File: src/rtl/gpio_irq_pkg.sv
package gpio_irq_pkg;

  localparam logic [1:0] ADDR_STATUS = 2'd0;
  localparam logic [1:0] ADDR_ENABLE = 2'd1;
  localparam logic [1:0] ADDR_CONFIG = 2'd2;
  localparam logic [1:0] ADDR_PINS   = 2'd3;

  localparam int CFG_W     = 4;
  localparam int CFG_PULSE = 0;
  localparam int CFG_POL   = 1;
  localparam int CFG_WAKE  = 2;
  localparam int CFG_LOWP  = 3;

  typedef struct packed {
    logic       wrEnable;
    logic       wrConfig;
    logic       rdStatus;
    logic       rdStrobe;
    logic [1:0] rdSel;
  } regStb_t;

  typedef enum logic [1:0] {
    IRQ_IDLE  = 2'd0,
    IRQ_PULSE = 2'd1,
    IRQ_GAP   = 2'd2
  } irqState_t;

endpackage

File: src/rtl/gpio_irq_dp.sv
module gpio_irq_dp
  import gpio_irq_pkg::*;
#(
  parameter int NPINS = 8
) (
  input  logic             clk,
  input  logic             rstN,
  input  logic [NPINS-1:0] pinIn,
  input  regStb_t          stb,
  input  logic [NPINS-1:0] regWdata,
  output logic [NPINS-1:0] rdData,
  output logic             pending,
  output logic             pulseStyle,
  output logic             activeHigh,
  output logic             wakeReq
);

  logic             armed;
  logic [NPINS-1:0] pinPrev;
  logic [NPINS-1:0] status;
  logic [NPINS-1:0] enable;
  logic [CFG_W-1:0] cfg;
  logic [NPINS-1:0] edges;
  logic             wakeHit;

  // Edge detection stays off for the first cycle after reset, so pins that
  // are already high do not look like transitions.
  assign edges   = armed ? (pinIn ^ pinPrev) : '0;
  assign wakeHit = cfg[CFG_WAKE] && cfg[CFG_LOWP] && (|(edges & enable));

  always_ff @(posedge clk or negedge rstN) begin
    if (!rstN) begin
      armed   <= 1'b0;
      pinPrev <= '0;
    end else begin
      armed   <= 1'b1;
      pinPrev <= pinIn;
    end
  end

  // Sticky flags: a status read clears them, and a new edge always wins.
  always_ff @(posedge clk or negedge rstN) begin
    if (!rstN) status <= '0;
    else       status <= (stb.rdStatus ? '0 : status) | edges;
  end

  always_ff @(posedge clk or negedge rstN) begin
    if (!rstN) enable <= '0;
    else if (stb.wrEnable) enable <= regWdata;
  end

  // A wake event overrides a write to the low-power bit in the same cycle.
  always_ff @(posedge clk or negedge rstN) begin
    if (!rstN) begin
      cfg     <= '0;
      wakeReq <= 1'b0;
    end else begin
      if (stb.wrConfig) cfg <= regWdata[CFG_W-1:0];
      if (wakeHit)      cfg[CFG_LOWP] <= 1'b0;
      wakeReq <= wakeHit;
    end
  end

  always_ff @(posedge clk or negedge rstN) begin
    if (!rstN) rdData <= '0;
    else if (stb.rdStrobe) begin
      case (stb.rdSel)
        ADDR_STATUS: rdData <= status;
        ADDR_ENABLE: rdData <= enable;
        ADDR_CONFIG: rdData <= NPINS'(cfg);
        default:     rdData <= pinIn;
      endcase
    end
  end

  assign pending    = |(status & enable);
  assign pulseStyle = cfg[CFG_PULSE];
  assign activeHigh = cfg[CFG_POL];

  // status bits are sticky while not read
  p_sticky_r1: assert property (@(posedge clk) disable iff (!rstN)
    !stb.rdStatus |=> ((status & $past(status)) == $past(status)));

  // every sampled edge lands in status
  p_edge_sets_r1: assert property (@(posedge clk) disable iff (!rstN)
    (edges != '0) |=> ((status & $past(edges)) == $past(edges)));

  // a status read leaves only same-cycle edges
  p_read_clears_r2: assert property (@(posedge clk) disable iff (!rstN)
    stb.rdStatus |=> (status == $past(edges)));

  // an enabled event in low power with wake enabled wakes the block
  p_wake_r9: assert property (@(posedge clk) disable iff (!rstN)
    wakeHit |=> (wakeReq && !cfg[CFG_LOWP]));

  // without wake enable the configuration only changes by a write
  p_no_wake_r9: assert property (@(posedge clk) disable iff (!rstN)
    (!cfg[CFG_WAKE] && !stb.wrConfig) |=> $stable(cfg));

endmodule

File: src/rtl/gpio_irq_ctl.sv
module gpio_irq_ctl
  import gpio_irq_pkg::*;
#(
  parameter int PULSE_CYC = 12,
  parameter int GAP_CYC   = 50
) (
  input  logic       clk,
  input  logic       rstN,
  input  logic [1:0] regAddr,
  input  logic       regWr,
  input  logic       regRd,
  input  logic       pending,
  input  logic       pulseStyle,
  input  logic       activeHigh,
  output regStb_t    stb,
  output logic       intPin
);

  localparam int MAXC = (PULSE_CYC > GAP_CYC) ? PULSE_CYC : GAP_CYC;
  localparam int CW   = $clog2(MAXC + 1);
  localparam logic [CW-1:0] PULSE_LOAD = CW'(PULSE_CYC - 1);
  localparam logic [CW-1:0] GAP_LOAD   = CW'(GAP_CYC - 1);

  irqState_t     state;
  logic [CW-1:0] cnt;
  logic          intActive;

  always_comb begin
    stb.wrEnable = regWr && (regAddr == ADDR_ENABLE);
    stb.wrConfig = regWr && (regAddr == ADDR_CONFIG);
    stb.rdStatus = regRd && (regAddr == ADDR_STATUS);
    stb.rdStrobe = regRd;
    stb.rdSel    = regAddr;
  end

  // A pulse always completes. A new one starts from idle, or at the end of a
  // gap, while anything enabled is still pending.
  always_ff @(posedge clk or negedge rstN) begin
    if (!rstN) begin
      state <= IRQ_IDLE;
      cnt   <= '0;
    end else begin
      case (state)
        IRQ_IDLE: begin
          if (pulseStyle && pending) begin
            state <= IRQ_PULSE;
            cnt   <= PULSE_LOAD;
          end
        end
        IRQ_PULSE: begin
          if (cnt == '0) begin
            state <= IRQ_GAP;
            cnt   <= GAP_LOAD;
          end else begin
            cnt <= cnt - 1'b1;
          end
        end
        IRQ_GAP: begin
          if (cnt != '0) begin
            cnt <= cnt - 1'b1;
          end else if (pulseStyle && pending) begin
            state <= IRQ_PULSE;
            cnt   <= PULSE_LOAD;
          end else begin
            state <= IRQ_IDLE;
          end
        end
        default: begin
          state <= IRQ_IDLE;
          cnt   <= '0;
        end
      endcase
    end
  end

  assign intActive = pulseStyle ? (state == IRQ_PULSE) : pending;
  assign intPin    = activeHigh ? intActive : !intActive;

  // a pulse is never cut short
  p_pulse_width_r6: assert property (@(posedge clk) disable iff (!rstN)
    (state == IRQ_PULSE && cnt != '0) |=> (state == IRQ_PULSE));

  // no new pulse inside a gap, whatever the pins do
  p_gap_hold_r7: assert property (@(posedge clk) disable iff (!rstN)
    (state == IRQ_GAP && cnt != '0) |=> (state == IRQ_GAP));

  // nothing pending from idle means no pulse
  p_no_spurious_r4: assert property (@(posedge clk) disable iff (!rstN)
    (state == IRQ_IDLE && !pending) |=> (state != IRQ_PULSE));

  // a pulse follows either idle or a finished gap
  p_pulse_entry_r6: assert property (@(posedge clk) disable iff (!rstN)
    $rose(state == IRQ_PULSE) |-> ($past(state) == IRQ_IDLE || $past(cnt) == '0));

endmodule

File: src/rtl/gpio_irq_ctrl.sv
module gpio_irq_ctrl
  import gpio_irq_pkg::*;
#(
  parameter int NPINS     = 8,
  parameter int PULSE_CYC = 12,
  parameter int GAP_CYC   = 50
) (
  input  logic             clk,
  input  logic             rstN,
  input  logic [NPINS-1:0] pinIn,
  input  logic [1:0]       regAddr,
  input  logic             regWr,
  input  logic [NPINS-1:0] regWdata,
  input  logic             regRd,
  output logic [NPINS-1:0] rdData,
  output logic             intPin,
  output logic             wakeReq
);

  regStb_t stb;
  logic    pending;
  logic    pulseStyle;
  logic    activeHigh;

  gpio_irq_ctl #(
    .PULSE_CYC (PULSE_CYC),
    .GAP_CYC   (GAP_CYC)
  ) uCtl (
    .clk        (clk),
    .rstN       (rstN),
    .regAddr    (regAddr),
    .regWr      (regWr),
    .regRd      (regRd),
    .pending    (pending),
    .pulseStyle (pulseStyle),
    .activeHigh (activeHigh),
    .stb        (stb),
    .intPin     (intPin)
  );

  gpio_irq_dp #(
    .NPINS (NPINS)
  ) uDp (
    .clk        (clk),
    .rstN       (rstN),
    .pinIn      (pinIn),
    .stb        (stb),
    .regWdata   (regWdata),
    .rdData     (rdData),
    .pending    (pending),
    .pulseStyle (pulseStyle),
    .activeHigh (activeHigh),
    .wakeReq    (wakeReq)
  );

endmodule

File: config.mk
export PLATFORM = sky130hd
export DESIGN_NAME = gpio_irq_ctrl
export DESIGN_NICKNAME = d
export VERILOG_FILES = /design/src/rtl/gpio_irq_pkg.sv /design/src/rtl/gpio_irq_dp.sv /design/src/rtl/gpio_irq_ctl.sv /design/src/rtl/gpio_irq_ctrl.sv
export SDC_FILE = /design/constraint.sdc
export NUM_CORES = 1
export LEC_CHECK = 0
export BUFFER_PORTS_ARGS = -buffer_cell sky130_fd_sc_hd__buf_2
export CAP_MARGIN = 20
export CORE_MARGIN = 2
export CORE_UTILIZATION = 25
export DETAILED_ROUTE_END_ITERATION = 6
export PLACE_DENSITY = 0.54
export SLEW_MARGIN = 20
export SYNTH_ARGS = -nofsm -noshare
export SYNTH_HDL_FRONTEND = slang
export SYNTH_SLANG_ARGS = --single-unit
export TNS_END_PERCENT = 50
File: constraint.sdc
create_clock -name clk -period 1.7 [get_ports clk]
set_clock_uncertainty 0.2 [all_clocks]
set_input_delay 0 -clock clk [delete_from_list [all_inputs] [get_ports clk]]
set_output_delay 0 -clock clk [all_outputs]
set_load 0.02 [all_outputs]
After elaboration in Yosys (flattened, before gate mapping)
Cells that the tools add are included.
Word-level totals
  register bits after elaboration: 46
  output and inout bits: 10
  word-level logic and storage cells: 53
Cells by class
  add/subtract/negate cells: 1
  equal/unequal tests: 7
  multiplexer cells: 16
  bitwise gates (word level): 4
  reductions and logical operators: 15
Operator list (number)
  one-hot mux 8 bit (3 select lines): 1
  2-to-1 mux 6 bit: 3
  one-hot mux 6 bit (3 select lines): 1
  bitwise AND 8 bit: 2
  2-to-1 mux 8 bit: 2
  OR reduction 8 bit: 2
  bitwise OR 8 bit: 1
  bitwise XOR 8 bit: 1
  logical AND 1 bit: 6
  zero test 6 bit: 1
  2-to-1 mux 2 bit: 3
  one-hot mux 2 bit (3 select lines): 1
  nonzero test 6 bit: 1
  subtractor 6 x 1 -> 6 bit (second input constant): 1
  equality test 2 x 1 -> 1 bit (second input constant): 2
  equality test 2 bit (second input constant): 2
  zero test 2 bit: 2
  2-to-1 mux 1 bit: 4
  2-to-1 mux 4 bit: 1
  != test 2 x 1 -> 1 bit (second input constant): 2
  AND reduction 3 bit: 1
  != test 2 bit (second input constant): 1
  nonzero test 2 bit: 1
  zero test 1 bit: 1

Longest topological paths before layout
  word-level depth: 6
  gate-level depth with buffers: 7

By module
From an unflattened synthesis, not the netlist that was laid out.
Second synthesis, totals
  cell total of the unflattened synthesis: 205
  area total of the unflattened synthesis: 2240.9 sq um
By module, submodules not included
  gpio_irq_dp: instances 1, cells each 134, area each 1657.8 sq um
  gpio_irq_ctl: instances 1, cells each 71, area each 583.1 sq um

Least setup slack after synthesis
No wires, ideal clock.
  path kind: register to register
  from: reg uCtl.cnt[0]
  to: reg uCtl.cnt[0]
  setup time: 0.120 ns
  arrival: 1.414 ns
  required time: 1.380 ns
  setup slack: -0.034 ns
  stages on the path, launching flop included: 8
  buffers on the path: 0
  clock period less this slack: 1.734 ns
  cells stage by stage: dfrtp_1 -> inv_1 -> ha_1 -> nor2b_1 -> nand2_2 -> nor3_2 -> o21ai_1 -> and3_1
On the way
  word-level cells in the longest chain between the ends: 3
  elaborated cells on any way between the ends: 7
RTL lines
  start, declared: line gpio_irq_ctl.sv:25  | logic [CW-1:0] cnt;
  start signal, assigned: line gpio_irq_ctl.sv:55  | cnt <= cnt - 1'b1;
  start signal, assigned: line gpio_irq_ctl.sv:60  | cnt <= cnt - 1'b1;
  subtractor 6 x 1 -> 6 bit (tied with other cells): line gpio_irq_ctl.sv:55, gpio_irq_ctl.sv:60
  2-to-1 mux 6 bit, on equally long branches: line gpio_irq_ctl.sv:59, gpio_irq_ctl.sv:51
  one-hot mux 6 bit (3 select lines) (*): line gpio_irq_ctl.sv:43  | case (state)
Mark *: on every way between the ends. The rest lies on a longest branch, timed or not.
A chain may end at the register's enable or synchronous reset.

Worst setup path in the final report
  from: reg uDp.status[6]
  to: out intPin
On the way
  word-level cells in the longest chain between the ends: 5
RTL lines
  start, declared: line gpio_irq_dp.sv:20  | logic [NPINS-1:0] status;
  start signal, assigned: line gpio_irq_dp.sv:44  | else status <= (stb.rdStatus ? '0 : status) | edges;
  bitwise AND 8 bit (*): line gpio_irq_dp.sv:76  | assign pending = |(status & enable);
  OR reduction 8 bit (*): line gpio_irq_dp.sv:76
  2-to-1 mux 1 bit (*): line gpio_irq_ctl.sv:76  | assign intActive = pulseStyle ? (state == IRQ_PULSE) : pending;
  zero test 1 bit: line gpio_irq_ctl.sv:77  | assign intPin = activeHigh ? intActive : !intActive;
  2-to-1 mux 1 bit (*): line gpio_irq_ctl.sv:77
  end, declared: line gpio_irq_ctrl.sv:16  | output logic intPin,
Marks and branches as above.

==> impl_metrics.tcl <==
set metrics [dict create \
    synth_nets 200 \
    crit_type "register to output port" \
    diodes 0 \
    routed_wl_um 5240 \
    critPathCaptureType "output port" \
    maxCapViolCount 0 \
    cp.depth 5 \
    grt_max_degree 29 \
    grt_pass1_vias 1778 \
    regArea_um2 1150 \
    gp_congestion 0.849 \
    async_flop_share_pct 100 \
    irDropWorstVdd_mv 0.567 \
    die_area_um2 9640 \
    cts_tree "done" \
    report.power.total_uw 3770 \
    yosys-top-cells-area "dfrtp_1 (52%), mux2_2 (8.1%), xor2_1 (4.3%)" \
    syn_area_per_cell_um2 12.5 \
    cts.sinks 46 \
    route.detailed.drc 0 \
    path_clk_slew_ns 0.09 \
    numCtsBuffers 5 \
    outcome "complete, but fails checks" \
    synth_ff_type "dfrtp_1" \
    leakagePower_uw 0.00132 \
    cp_max_fo 3 \
    die_w_um 98.2 \
    grt_pass1_wl_um 8980 \
    antenna_found_initial 1 \
    worst_path_max_delay_cell "dfrtp_1" \
    whs_ns -0.0105 \
    yosysMostFrequentCell "dfrtp_1" \
    cp-start-kind "register" \
    critical_path_arrival_ns 1.61 \
    worst_slack_ns -0.114 \
    intPower_uw 2500 \
    yosys.area.top_type "dfrtp_1" \
    grt_overflow_total 0 \
    worst_pin_slew_ns 0.543 \
    coreArea_um2 8680 \
    dpl_cell_area_um2 2590 \
    clkPwrFrac_pct 21.7 \
    initial_core_util_pct 25.6 \
    preCtsSetupSlack_ns 0.0215 \
    finalHoldViolCount 18 \
    synth-seq-area-share_pct 51.9 \
    clockBufferDepth 2 \
    violations "hold timing, setup timing" \
    netlist_area_um2 2220 \
    rsz0062_at_grt "yes" \
    die_h_um 98.2 \
    finalCritPeriodShare_pct 107 \
    cpPeakStageDelay_ns 0.42 \
    grt_usage_pct 11.6 \
    io_pins 32 \
    synthCells 177 \
    timing.fmax_ghz 0.551 \
    slew_headroom_pct 63.8 \
    holdCritPathClass "primary input to async pin" \
    pwr-share-comb_pct 37.6 \
    yosys-top-cells-count "dfrtp_1 (46), mux2_2 (16), nor2_1 (11), xor2_1 (11)" \
    vias 1659 \
    cts-root-buf "clkbuf_8" \
    wl_per_cell_um 14.8 \
    synth_edf_count 0 \
    final_nets 268 \
    totalNegativeSetupSlack_ns -0.204 \
    crit_chain "a22oi_2 -> nand4_1 -> o21ai_2 -> xor2_1 -> buf_4" \
    layout-drive-gt1-share_pct 39.0 \
    rr_worst_depth 7 \
    p_per_area_nw_per_um2 1280 \
    row_count 34 \
    cp_num_buf_inv 1 \
    area_growth_pct 33.1 \
    pwr-share-seq_pct 40.7 \
    drtIter0Drc 81 \
    switching_share_pct 33.6 \
    io_buffers 31 \
    crit_required_ns 1.50 \
    dp_hpwl_um 3750 \
    clk_latency_ns 0.29 \
    multiInputGateArea_um2 1050 \
    ys_types 41 \
    yosysWarnings 0 \
    yosysTopAreaCellShare_pct 51.9 \
    setup_viol 2 \
    ys_ff_latch 46 \
    fin_crit_ns 1.81 \
    cts_max_level 2 \
    final_cell_area_um2 2950 \
    antenna_left 0 \
    critical_path.top_delay_family "flip-flops" \
    p_sw_uw 1270 \
    first_pass_iters 5 \
    num-fill-cells 896 \
    detail_route.vias_per_cell 4.69 \
    slew_violations 0 \
]
-- cell type report --
cell class	instances	area share (%)
clock buffers	6	2.46
repair buffers	68	16.7
multi-input cells	120	35.5
flip-flops and latches	46	39.0
well taps	108	4.58
inverters	4	0.509
clock inverters	2	1.27
-- timing repair --
action	4_1_cts	5_1_grt
setup endpoints to repair	1	8
buffers inserted	4	1
hold buffers	18	0
endpoints found under the hold margin	80	0
resized for setup	3	8
pin swaps	4	8
cloned	0	0
-- sequential cells by signal, summed over array words and instances (netlist names) --
name and cells:
uDp.rdData 8, uDp.enable 8, uDp.cfg 4, uDp.armed 1
uDp.wakeReq 1, uCtl.cnt 6, uCtl.state 2, uDp.status 8
uDp.pinPrev 8
-- power by group through the flow --
stage | combinational (uW) | clock [uW] | sequential (uW)
after detailed placement | 1280 | 0 | 1540
after CTS | 1360 | 843 | 1530
after global placement | 1260 | 0 | 1540
final | 1420 | 817 | 1530
after floorplan | 809 | 0 | 1560
after global routing | 1570 | 880 | 1570
-- cell families after synthesis --
family	Yosys count	share of synthesized area, %
adder cells (fa/ha/maj)	1	0.564
AO/OA/AOI/OAI	39	14.3
flip-flops	46	51.9
AND/OR/NAND/NOR	42	10.6
other	1	0.169
XOR/XNOR	12	4.74
buffers and inverters	11	2.42
multiplexers	25	15.3
-- through the flow --
| stage | util, % | std cells |
|---|---|---|
| after detailed placement | 29.8 | 323 |
| after CTS | 33.6 | 353 |
| after floorplan | - | 177 |
| after global routing | 34.0 | 354 |
| after global placement | 29.8 | 323 |
| final | 34.0 | 354 |
-- cells in the final DEF (no fill, tap or decap), types with 2 or more instances in the layout --
cell type	Yosys	final
o21ai_0	5	3
mux2i_1	2	2
inv_1	4	3
nand2_1	7	7
dlygate4sd3_1	0	18
mux2_2	16	16
o21ai_1	2	3
a32o_1	2	2
nand4_1	3	3
nor3_4	2	2
buf_2	4	30
dfrtp_1	46	46
mux2_4	3	3
a21oi_1	6	6
a22oi_2	4	4
a22oi_1	4	4
a22o_1	9	9
buf_4	0	19
clkbuf_8	0	5
nand2b_1	3	3
xor2_1	11	11
nor2_1	11	10
nand3_1	9	9
mux4_2	3	3
-- final timing paths --
check	start	endpoint	slack [ns]
min reg2reg	uDp.rdData[0]	uDp.rdData[0]	0.31
max reg2reg	uDp.status[6]	uCtl.cnt[0]	-0.09
min in group clk	regAddr[0]	uDp.rdData[5]	0.01
max	uDp.status[6]	intPin	-0.11
min	rstN	uDp.rdData[1]	-0.01
max in group asynchronous	rstN	uDp.status[5]	0.80
-- routing by layer --
metal	vias to the layer above	GRT usage [%]	share of wire, %
met4	2	2.74	0.67
met1	825	15.7	46
li1	795	-	-
met2	31	18.9	48
met3	6	2.79	4.4
met5	-	0	0.13
(Power assumes the default switching activity.)
